<file path="config.mk">
export PLATFORM = sky130hd
export DESIGN_NAME = dual_mode_timer
export DESIGN_NICKNAME = d
export VERILOG_FILES = /design/src/rtl/timer_pkg.sv /design/src/rtl/timer_prescaler.sv /design/src/rtl/timer_control.sv /design/src/rtl/timer_datapath.sv /design/src/rtl/dual_mode_timer.sv
export SDC_FILE = /design/constraint.sdc
export NUM_CORES = 1
export LEC_CHECK = 0
export BUFFER_PORTS_ARGS = -buffer_cell sky130_fd_sc_hd__buf_2
export CORE_MARGIN = 4
export CORE_UTILIZATION = 37
export DETAILED_ROUTE_END_ITERATION = 12
export GPL_TIMING_DRIVEN = 0
export PLACE_DENSITY = 0.54
export SLEW_MARGIN = 20
export SYNTH_ARGS = -nofsm -noshare
export SYNTH_HDL_FRONTEND = slang
export SYNTH_SLANG_ARGS = --single-unit
</file>
<file path="constraint.sdc">
create_clock -name clk -period 1.9 [get_ports clk]
set_input_delay 0.38 -clock clk [delete_from_list [all_inputs] [get_ports clk]]
set_output_delay 0.38 -clock clk [all_outputs]
set_load 0.02 [all_outputs]
</file>
<file path="src/rtl/timer_pkg.sv">
package timer_pkg;
  localparam int BYTE_W = 8;
  localparam int PRE_W  = 5;   // low-byte prescaler width in 13-bit mode

  localparam logic [2:0] ADR_MODE = 3'd0;
  localparam logic [2:0] ADR_CTRL = 3'd1;
  localparam logic [2:0] ADR_TSEL = 3'd2;
  localparam logic [2:0] ADR_LO0  = 3'd3;
  localparam logic [2:0] ADR_HI0  = 3'd4;
  localparam logic [2:0] ADR_LO1  = 3'd5;
  localparam logic [2:0] ADR_HI1  = 3'd6;

  typedef enum logic [1:0] {
    CNT13   = 2'b00,
    CNT16   = 2'b01,
    RELOAD8 = 2'b10,
    SPLIT8  = 2'b11
  } cntModeT;

  typedef struct packed {
    logic [1:0] stepMain;  // advance the main counter of each timer
    logic       stepHi0;   // advance timer 0 high byte in split mode
    logic [3:0] wrByte;    // lo0, hi0, lo1, hi1 load strobes
    cntModeT    mode0;
    cntModeT    mode1;
  } ctlT;
endpackage

</file>
<file path="src/rtl/timer_prescaler.sv">
module timer_prescaler #(
  parameter int DIV = 12
) (
  input  logic clk,
  input  logic rstN,
  output logic tick
);
  localparam int CW = (DIV > 1) ? $clog2(DIV) : 1;
  localparam logic [CW-1:0] LAST = CW'(DIV - 1);

  logic [CW-1:0] cnt;

  always_ff @(posedge clk) begin
    if (!rstN)            cnt <= '0;
    else if (cnt == LAST) cnt <= '0;
    else                  cnt <= cnt + 1'b1;
  end

  assign tick = (cnt == LAST);
endmodule

</file>
<file path="src/rtl/timer_control.sv">
module timer_control
  import timer_pkg::*;
#(
  parameter int SYNC_STAGES = 2
) (
  input  logic              clk,
  input  logic              rstN,
  input  logic              wrEn,
  input  logic [2:0]        wrAddr,
  input  logic [BYTE_W-1:0] wrData,
  input  logic [1:0]        gateIn,
  input  logic [1:0]        cntPin,
  input  logic [1:0]        intAck,
  input  logic              divTick,
  input  logic [1:0]        ovfMain,
  input  logic              ovfHi0,
  output ctlT               ctl,
  output logic [BYTE_W-1:0] modeReg,
  output logic [1:0]        runBits,
  output logic [1:0]        flagBits,
  output logic [1:0]        tickSel,
  output logic [1:0]        ovfPulse
);
  logic [1:0][SYNC_STAGES-1:0] syncQ;
  logic [1:0] prevQ, pinFall, tickSrc, runOk, gateBit, ctSel, setFlag, flagNext;
  logic wrCtrl;

  // Pin synchronizer and falling-edge detect, idle level high
  always_ff @(posedge clk) begin
    if (!rstN) begin
      syncQ <= '1;
      prevQ <= '1;
    end else begin
      for (int p = 0; p < 2; p++) begin
        syncQ[p] <= {syncQ[p][SYNC_STAGES-2:0], cntPin[p]};
        prevQ[p] <= syncQ[p][SYNC_STAGES-1];
      end
    end
  end

  always_comb begin
    for (int p = 0; p < 2; p++) pinFall[p] = prevQ[p] & ~syncQ[p][SYNC_STAGES-1];
  end

  assign gateBit = {modeReg[7], modeReg[3]};
  assign ctSel   = {modeReg[6], modeReg[2]};

  always_comb begin
    for (int t = 0; t < 2; t++) begin
      tickSrc[t] = ctSel[t] ? pinFall[t] : (tickSel[t] | divTick);
      runOk[t]   = runBits[t] & (~gateBit[t] | gateIn[t]);
    end
  end

  always_comb begin
    ctl          = '0;
    ctl.mode0    = cntModeT'(modeReg[1:0]);
    ctl.mode1    = cntModeT'(modeReg[5:4]);
    ctl.stepMain[0] = runOk[0] & tickSrc[0];
    ctl.stepMain[1] = runOk[1] & tickSrc[1] & (ctl.mode1 != SPLIT8);
    ctl.stepHi0  = (ctl.mode0 == SPLIT8) & runBits[1] & (tickSel[0] | divTick);
    ctl.wrByte[0] = wrEn & (wrAddr == ADR_LO0);
    ctl.wrByte[1] = wrEn & (wrAddr == ADR_HI0);
    ctl.wrByte[2] = wrEn & (wrAddr == ADR_LO1);
    ctl.wrByte[3] = wrEn & (wrAddr == ADR_HI1);
  end

  assign wrCtrl     = wrEn & (wrAddr == ADR_CTRL);
  assign setFlag[0] = ovfMain[0];
  assign setFlag[1] = (ctl.mode0 == SPLIT8) ? ovfHi0 : ovfMain[1];

  always_comb begin
    flagNext = wrCtrl ? {wrData[7], wrData[5]} : flagBits;
    flagNext = (flagNext & ~intAck) | setFlag;
  end

  always_ff @(posedge clk) begin
    if (!rstN) begin
      modeReg  <= '0;
      runBits  <= '0;
      flagBits <= '0;
      tickSel  <= '0;
      ovfPulse <= '0;
    end else begin
      if (wrEn && wrAddr == ADR_MODE) modeReg <= wrData;
      if (wrEn && wrAddr == ADR_TSEL) tickSel <= wrData[1:0];
      if (wrCtrl) runBits <= {wrData[6], wrData[4]};
      flagBits <= flagNext;
      ovfPulse <= setFlag;
    end
  end
endmodule

</file>
<file path="src/rtl/timer_datapath.sv">
module timer_datapath
  import timer_pkg::*;
(
  input  logic                   clk,
  input  logic                   rstN,
  input  ctlT                    ctl,
  input  logic [BYTE_W-1:0]      wrData,
  output logic [1:0][BYTE_W-1:0] loBytes,
  output logic [1:0][BYTE_W-1:0] hiBytes,
  output logic [1:0]             ovfMain,
  output logic                   ovfHi0
);
  localparam logic [2*BYTE_W-1:0] ONE_W = 1;

  for (genvar t = 0; t < 2; t++) begin : g_unit
    logic [BYTE_W-1:0] loR, hiR, loN, hiN;
    logic ovf;
    cntModeT m;

    assign m = (t == 0) ? ctl.mode0 : ctl.mode1;

    always_comb begin
      loN = loR;
      hiN = hiR;
      ovf = 1'b0;
      if (ctl.stepMain[t]) begin
        unique case (m)
          CNT13: begin
            loN[PRE_W-1:0] = loR[PRE_W-1:0] + 1'b1;
            if (&loR[PRE_W-1:0]) begin
              hiN = hiR + 1'b1;
              ovf = &hiR;
            end
          end
          CNT16: begin
            {hiN, loN} = {hiR, loR} + ONE_W;
            ovf = &{hiR, loR};
          end
          RELOAD8: begin
            if (&loR) begin
              loN = hiR;
              ovf = 1'b1;
            end else begin
              loN = loR + 1'b1;
            end
          end
          default: begin
            loN = loR + 1'b1;
            ovf = &loR;
          end
        endcase
      end
      if (t == 0 && ctl.stepHi0) hiN = hiR + 1'b1;
      if (ctl.wrByte[2*t])       loN = wrData;
      if (ctl.wrByte[2*t+1])     hiN = wrData;
    end

    always_ff @(posedge clk) begin
      if (!rstN) begin
        loR <= '0;
        hiR <= '0;
      end else begin
        loR <= loN;
        hiR <= hiN;
      end
    end

    assign loBytes[t] = loR;
    assign hiBytes[t] = hiR;
    assign ovfMain[t] = ovf;
  end

  assign ovfHi0 = ctl.stepHi0 & (&hiBytes[0]);
endmodule

</file>
<file path="src/rtl/dual_mode_timer.sv">
module dual_mode_timer
  import timer_pkg::*;
#(
  parameter int PRESCALE_DIV = 12,
  parameter int SYNC_STAGES  = 2
) (
  input  logic       clk,
  input  logic       rstN,
  input  logic       wrEn,
  input  logic [2:0] wrAddr,
  input  logic [7:0] wrData,
  input  logic [2:0] rdAddr,
  output logic [7:0] rdData,
  input  logic [1:0] gateIn,
  input  logic [1:0] cntPin,
  input  logic [1:0] intAck,
  output logic [1:0] irq,
  output logic [1:0] ovfPulse
);
  ctlT ctl;
  logic divTick, ovfHi0;
  logic [1:0] ovfMain, runBits, flagBits, tickSel;
  logic [BYTE_W-1:0] modeReg;
  logic [1:0][BYTE_W-1:0] loBytes, hiBytes;

  timer_prescaler #(.DIV(PRESCALE_DIV)) u_pre (
    .clk(clk), .rstN(rstN), .tick(divTick)
  );

  timer_control #(.SYNC_STAGES(SYNC_STAGES)) u_ctl (
    .clk(clk), .rstN(rstN), .wrEn(wrEn), .wrAddr(wrAddr), .wrData(wrData),
    .gateIn(gateIn), .cntPin(cntPin), .intAck(intAck), .divTick(divTick),
    .ovfMain(ovfMain), .ovfHi0(ovfHi0), .ctl(ctl), .modeReg(modeReg),
    .runBits(runBits), .flagBits(flagBits), .tickSel(tickSel), .ovfPulse(ovfPulse)
  );

  timer_datapath u_dp (
    .clk(clk), .rstN(rstN), .ctl(ctl), .wrData(wrData),
    .loBytes(loBytes), .hiBytes(hiBytes), .ovfMain(ovfMain), .ovfHi0(ovfHi0)
  );

  assign irq = flagBits;

  always_comb begin
    unique case (rdAddr)
      ADR_MODE: rdData = modeReg;
      ADR_CTRL: rdData = {flagBits[1], runBits[1], flagBits[0], runBits[0], 4'b0000};
      ADR_TSEL: rdData = {6'b000000, tickSel};
      ADR_LO0:  rdData = loBytes[0];
      ADR_HI0:  rdData = hiBytes[0];
      ADR_LO1:  rdData = loBytes[1];
      ADR_HI1:  rdData = hiBytes[1];
      default:  rdData = '0;
    endcase
  end
endmodule

</file>
### Word level (Yosys, flattened, before mapping)

Index checks and enable logic that the tools add are counted.

| word-level totals | value |
|---|---|
| register bits after elaboration | 58 |
| output and inout port bits | 12 |
| word-level logic and storage cells | 131 |

| cells by class | value |
|---|---|
| add/subtract/negate cells | 9 |
| equality and inequality tests | 23 |
| mux-type cells | 32 |
| bitwise gates (word level) | 27 |
| reduce and logical (&&, ||, !) cells | 25 |

Operators with widths:

| kind | number |
|---|---|
| 2-to-1 mux 8 bit | 13 |
| one-hot mux 8 bit (7 select lines) | 1 |
| adder 16 x 1 -> 16 bit, second input constant | 2 |
| adder 8 x 1 -> 8 bit, second input constant | 4 |
| one-hot mux 8 bit (2 select lines) | 2 |
| AND reduction 16 bit | 2 |
| AND reduction 8 bit | 4 |
| one-hot mux 5 bit (3 select lines) | 2 |
| equality test 3 bit, second input constant | 6 |
| one-hot mux 3 bit (3 select lines) | 2 |
| bitwise AND 1 bit | 15 |
| equality test 3 x 2 -> 1 bit, second input constant | 4 |
| adder 5 x 1 -> 5 bit, second input constant | 2 |
| AND reduction 5 bit | 2 |
| 2-to-1 mux 1 bit | 9 |
| equality test 2 bit, second input constant | 3 |
| equality test 3 x 1 -> 1 bit, second input constant | 2 |
| zero test 3 bit | 2 |
| != test 2 bit, second input constant | 3 |
| one-hot mux 1 bit (3 select lines) | 2 |
| AND reduction 3 bit | 2 |
| nonzero test 2 bit | 3 |
| nonzero test 3 bit | 2 |
| inverter 1 bit | 5 |
| 15 further kinds | 22 |

### Depth between registers and ports, before layout

| depth | value |
|---|---|
| depth after elaboration | 8 |
| gate-level depth with buffers | 9 |
| gate-level depth less buffers | 9 |

### Modules after synthesis

Synthesis repeated with hierarchy kept, for this count alone.

| unflattened totals | value |
|---|---|
| cells, all modules | 544 |
| area, all modules | 4400.5 sq um |

By module, submodules not included:

| module | times used | cells an instance | area each (sq um) | seq. area each (sq um) |
|---|---|---|---|---|
| timer_datapath | 1 | 372 | 2839.0 | 640.6 |
| timer_control | 1 | 98 | 957.2 | 440.4 |
| dual_mode_timer | 1 | 56 | 429.2 | 0.0 |
| timer_prescaler | 1 | 18 | 175.2 | 80.1 |

### Least setup slack after synthesis

Ideal clock, no wire load.

| timing | value |
|---|---|
| kind | register to register |
| start point | register u_dp.g_unit[0].loR[0] |
| end point | register u_dp.g_unit[0].hiR[0] |
| data arrival time | 1.927 ns |
| required time | 1.809 ns |
| setup slack | -0.118 ns |
| stages on the path, launching flop included | 10 |
| path buffers | 0 |
| clock period less this slack | 2.018 ns |
| cells stage by stage | dfxtp_1 > ha_1 > and3_1 > ha_1 > mux2_2 > o2111ai_1 > a21oi_2 > nand2_1 > or2_1 > a311oi_1 |

| between the ends | value |
|---|---|
| word-level cells in the longest chain between the ends | 5 |

Ends and longest elaborated chain:

| element | RTL line | text |
|---|---|---|
| from (decl) | timer_datapath.sv:16 | `logic [BYTE_W-1:0] loR, hiR, loN, hiN;` |
| from (signal assigned) | timer_datapath.sv:63 | `loR <= loN;` |
| adder 16 x 1 -> 16 bit | timer_datapath.sv:36 | `{hiN, loN} = {hiR, loR} + ONE_W;` |
| one-hot mux 8 bit (2 select lines) | timer_datapath.sv:27 | `unique case (m)` |
| 2-to-1 mux 8 bit | timer_datapath.sv:26 | `if (ctl.stepMain[t]) begin` |
| 2-to-1 mux 8 bit | timer_datapath.sv:53 | `if (t == 0 && ctl.stepHi0) hiN = hiR + 1'b1;` |
| 2-to-1 mux 8 bit | timer_datapath.sv:55 | `if (ctl.wrByte[2*t+1]) hiN = wrData;` |
| to (signal assigned) | timer_datapath.sv:64 | `hiR <= hiN;` |
| to (decl) | timer_datapath.sv:16 |  |

Parallel ways exist; a longest one is shown, timed or not. The select of a mux whose other input is x is not followed.
A chain may end at the register's enable or synchronous reset.

### Worst setup path in the final report

| timing | value |
|---|---|
| start point | register u_ctl.modeReg[5] |
| end point | register u_ctl.flagBits[1] |

| between the ends | value |
|---|---|
| word-level cells in the longest chain between the ends | 5 |

Ends and longest elaborated chain:

| element | RTL line | text |
|---|---|---|
| from (decl) | timer_control.sv:18 | `output logic [BYTE_W-1:0] modeReg,` |
| from (signal assigned) | timer_control.sv:85 | `if (wrEn && wrAddr == ADR_MODE) modeReg <= wrData;` |
| equality test 2 bit, or another cell as far along | timer_datapath.sv:27 |  |
| one-hot mux 1 bit (3 select lines) / bitwise AND 1 bit (equally long branches) | timer_datapath.sv:27, timer_control.sv:60 |  |
| 2-to-1 mux 1 bit (*) | timer_datapath.sv:26 |  |
| 2-to-1 mux 1 bit (*) | timer_control.sv:70 | `assign setFlag[1] = (ctl.mode0 == SPLIT8) ? ovfHi0 : ovfMain[1];` |
| bitwise OR 2 bit (*) | timer_control.sv:74 | `flagNext = (flagNext & ~intAck) \| setFlag;` |
| to (signal assigned) | timer_control.sv:88 | `flagBits <= flagNext;` |
| to (decl) | timer_control.sv:20 | `output logic [1:0] flagBits,` |

Every way passes the cells marked *; elsewhere a longest branch is shown, timed or not.

==> metrics.md <==
| Metric | Value |
|---|---|
| Area of the multi-input gates | 2960 µm² |
| Yosys top cell area share | 30.4% |
| Critical Path Source Type | flip-flop |
| Area Overhead vs Synth | 37.8% |
| Setup Viol. Count Final | 24 |
| Fill cells | 977 |
| Hold-fix buffers, CTS | 0 |
| Worst rel slew slack | 54.4% |
| Antenna Diode Count | 0 |
| Antenna violations before repair | 1 |
| YS warnings | 0 |
| CP Capture Type | flip-flop |
| Yosys cell types | 60 |
| Drt first-iter violations | 349 |
| Reg area | 1230 µm² |
| Via/cell ratio | 5.96 |
| Post-Route WL | 14.1 mm |
| Reg clk slew, reported paths | 80 ps |
| CP Max Fanout | 4 |
| Die area | 12,000 µm² |
| CTS Buffer Depth | 2 |
| WL/cell | 20.4 µm |
| Worst Path Required | 2190 ps |
| Register bit total from synthesis | 58 |
| Initial Utilization | 38.6% |
| EDFF count, synth | 0 |
| Final Max Slew Viols | 0 |
| Commonest non-fill, non-tap cell in the layout | nand2_1 |
| Global placer's final weighted congestion | 0.918 |
| RSZ-0062 raised after global routing | yes |
| Via count | 4,105 |
| Cells after Synth | 473 |
| DP Wirelength | 9.73 mm |
| Tot GR Track Use | 23.8% |
| First-pass GRT wire length | 21.4 mm |
| Sequential area share after synthesis | 30.4% |
| Pre-antenna DRT Iters | 5 |
| PortBufs | 31 |
| Die height | 110 µm |
| CTS Buf Count | 9 |
| Worst-Skew Late Latency | 350 ps |
| Final hold violations | 0 |
| Tmin final | 2130 ps |
| Via count of the first global-routing pass | 3,760 |
| Hold Crit Class | in -> reg |
| CP arrival | 2420 ps |
| CTS Root Cell | clkbuf_8 |
| Final hold slack | 209 ps |
| Cell Rows | 36 |
| Final Skew | 14.5 ps |
| CP Class | reg -> reg |
| Fin crit share | 112% |
| CTS H-tree lvls | 3 |
| Slew at the pin with the worst max-slew slack | 680 ps |
| Top FF cell, synth | dfxtp_1 |
| Max-cap violations | 0 |
| Synth area leader | dfxtp_1 |
| Fmax | 469 MHz |
| Most frequent cells in the layout | 40 x nand2_1, 37 x buf_4, 33 x a21oi_1, 28 x o21ai_0, 27 x nor3_1 |
| Ranking of synthesized cells by area | dfxtp_1 30%, ha_1 5.2%, a21oi_1 5.0%, nand2_1 4.4%, nor3_1 3.9% |
| Mapped Area | 3820 µm² |
| Chip Width | 110 µm |
| Place WS | -459 ps |
| Pwr Density | 578 nW/µm² |
| Failing checks | negative setup slack |
| Post-synth net total | 512 |
| CTS tree | built |
| Average size of a mapped cell | 8.09 µm² |
| Setup slack after layout | -230 ps |
| Status | complete, but fails checks |
| CTS Sinks | 58 |
| Nets | 590 |
| Total gr overflow | 0 |
| Asr flop ratio synth | 0% |
| Remaining DRCs | 0 |
| Core region area | 9910 µm² |
| Largest vdd supply drop | 0.360 mV |
| Share of cells above drive strength 1 | 39.0% |
| # IOs | 35 |
| DRT antenna net count | 0 |
| Pleak | 1.96 nW |
| Largest net degree at the start of global routing | 13 |
[Yosys cell counts, types with 3 or more instances]
cell,n
nand4_1,13
a311oi_1,5
a31oi_1,3
nand3_1,21
nand4b_1,3
ha_1,16
nor2_1,32
xor2_1,16
clkbuf_1,21
dfxtp_1,58
o211ai_1,6
xnor2_1,5
and3_1,11
mux4_2,5
a21oi_1,38
and4_1,4
inv_1,11
a221oi_1,6
a22oi_1,7
mux2_2,3
nor2b_1,8
and2_1,7
o21ai_0,30
a211oi_1,3
nor3b_1,3
o211a_1,3
nand2_1,45
nand2b_1,11
nor3_1,30
mux2i_1,13
[through the flow]
stage / instances / setup TNS [ps] / utilization, % / cell area [µm²] / power, mW
2_1_floorplan: 473 / -55.1 / - / 3860 / 1.51
3_3_place_gp: 637 / -8150 / 42.2 / 4180 / 1.64
3_5_place_dp: 637 / -8390 / 42.3 / 4190 / 1.65
4_1_cts: 671 / -1060 / 49.0 / 4850 / 3.01
5_1_grt: 689 / -4100 / 53.2 / 5270 / 3.17
6_report: 689 / -1950 / 53.2 / 5270 / 3.05
[area by class of cell]
cell class                 count  area share, %
clock inverter                 7           1.92
clock buffer                   9           2.35
buffer                        24           2.85
inverter                      11          0.831
multi-input combinational    378           56.2
timing repair buffer          69           9.28
tap                          133           3.16
sequential                    58           23.4
[state kept, by name, indices dropped and copies added, names as in the netlist]
name / count
u_ctl.flagBits: 2
u_ctl.modeReg: 8
u_ctl.ovfPulse: 2
u_ctl.prevQ: 2
u_ctl.runBits: 2
u_ctl.syncQ: 4
u_ctl.tickSel: 2
u_dp.g_unit.hiR: 16
u_dp.g_unit.loR: 16
u_pre.cnt: 4
[repair_timing]
action                                  4_1_cts  5_1_grt
buffers inserted                             19       19
pin swaps                                    16       32
cloned                                        0        0
gates resized for setup                      84       78
endpoints found under the setup margin       40       43
[final timing paths]
kind | start | end | slack [ps] | depth (start not counted)
worst max-delay path | u_ctl.modeReg[5]$_SDFFE_PN0P_ | u_ctl.flagBits[1]$_SDFF_PN0_ | -230 | 8
worst min-delay path | cntPin[1] | u_ctl.syncQ[2]$_SDFF_PN1_ | 210 | 2
worst max register to register | u_ctl.modeReg[5]$_SDFFE_PN0P_ | u_ctl.flagBits[1]$_SDFF_PN0_ | -230 | 8
worst min register to register | u_ctl.syncQ[0]$_SDFF_PN1_ | u_ctl.syncQ[1]$_SDFF_PN1_ | 410 | 1
[per-layer routing]
layer	track usage (%)	wire length (µm)	vias to the layer above
met2	35.3	6170	183
li1	-	-	1920
met4	8.28	355	2
met5	0	7	-
met1	34.1	6340	1958
met3	4.93	1210	42
[kinds of logic after synthesis]
kind of cell               synth area share [%]
buffers and inverters                      4.09
DFF                                        30.4
xor gates and xnor gates                   4.81
AOI/OAI and AO/OA                          20.5
muxes                                      7.23
adders and majority gates                  5.23
and+or+nand+nor                            27.7
[critical path, cell delays in order (launching register included)]
cell	delay (ps)
dfxtp_4	370
ha_4	160
nand2b_4	120
a221o_2	320
buf_4	170
or2_4	260
or4_4	440
o41ai_4	80
or2_1	140
[power by group]
part           total (mW)  switching, mW  internal (mW)
registers            1.30         0.0599           1.24
logic               0.404          0.237          0.167
clock network        1.34          0.592          0.747
(Power assumes the default switching activity.)
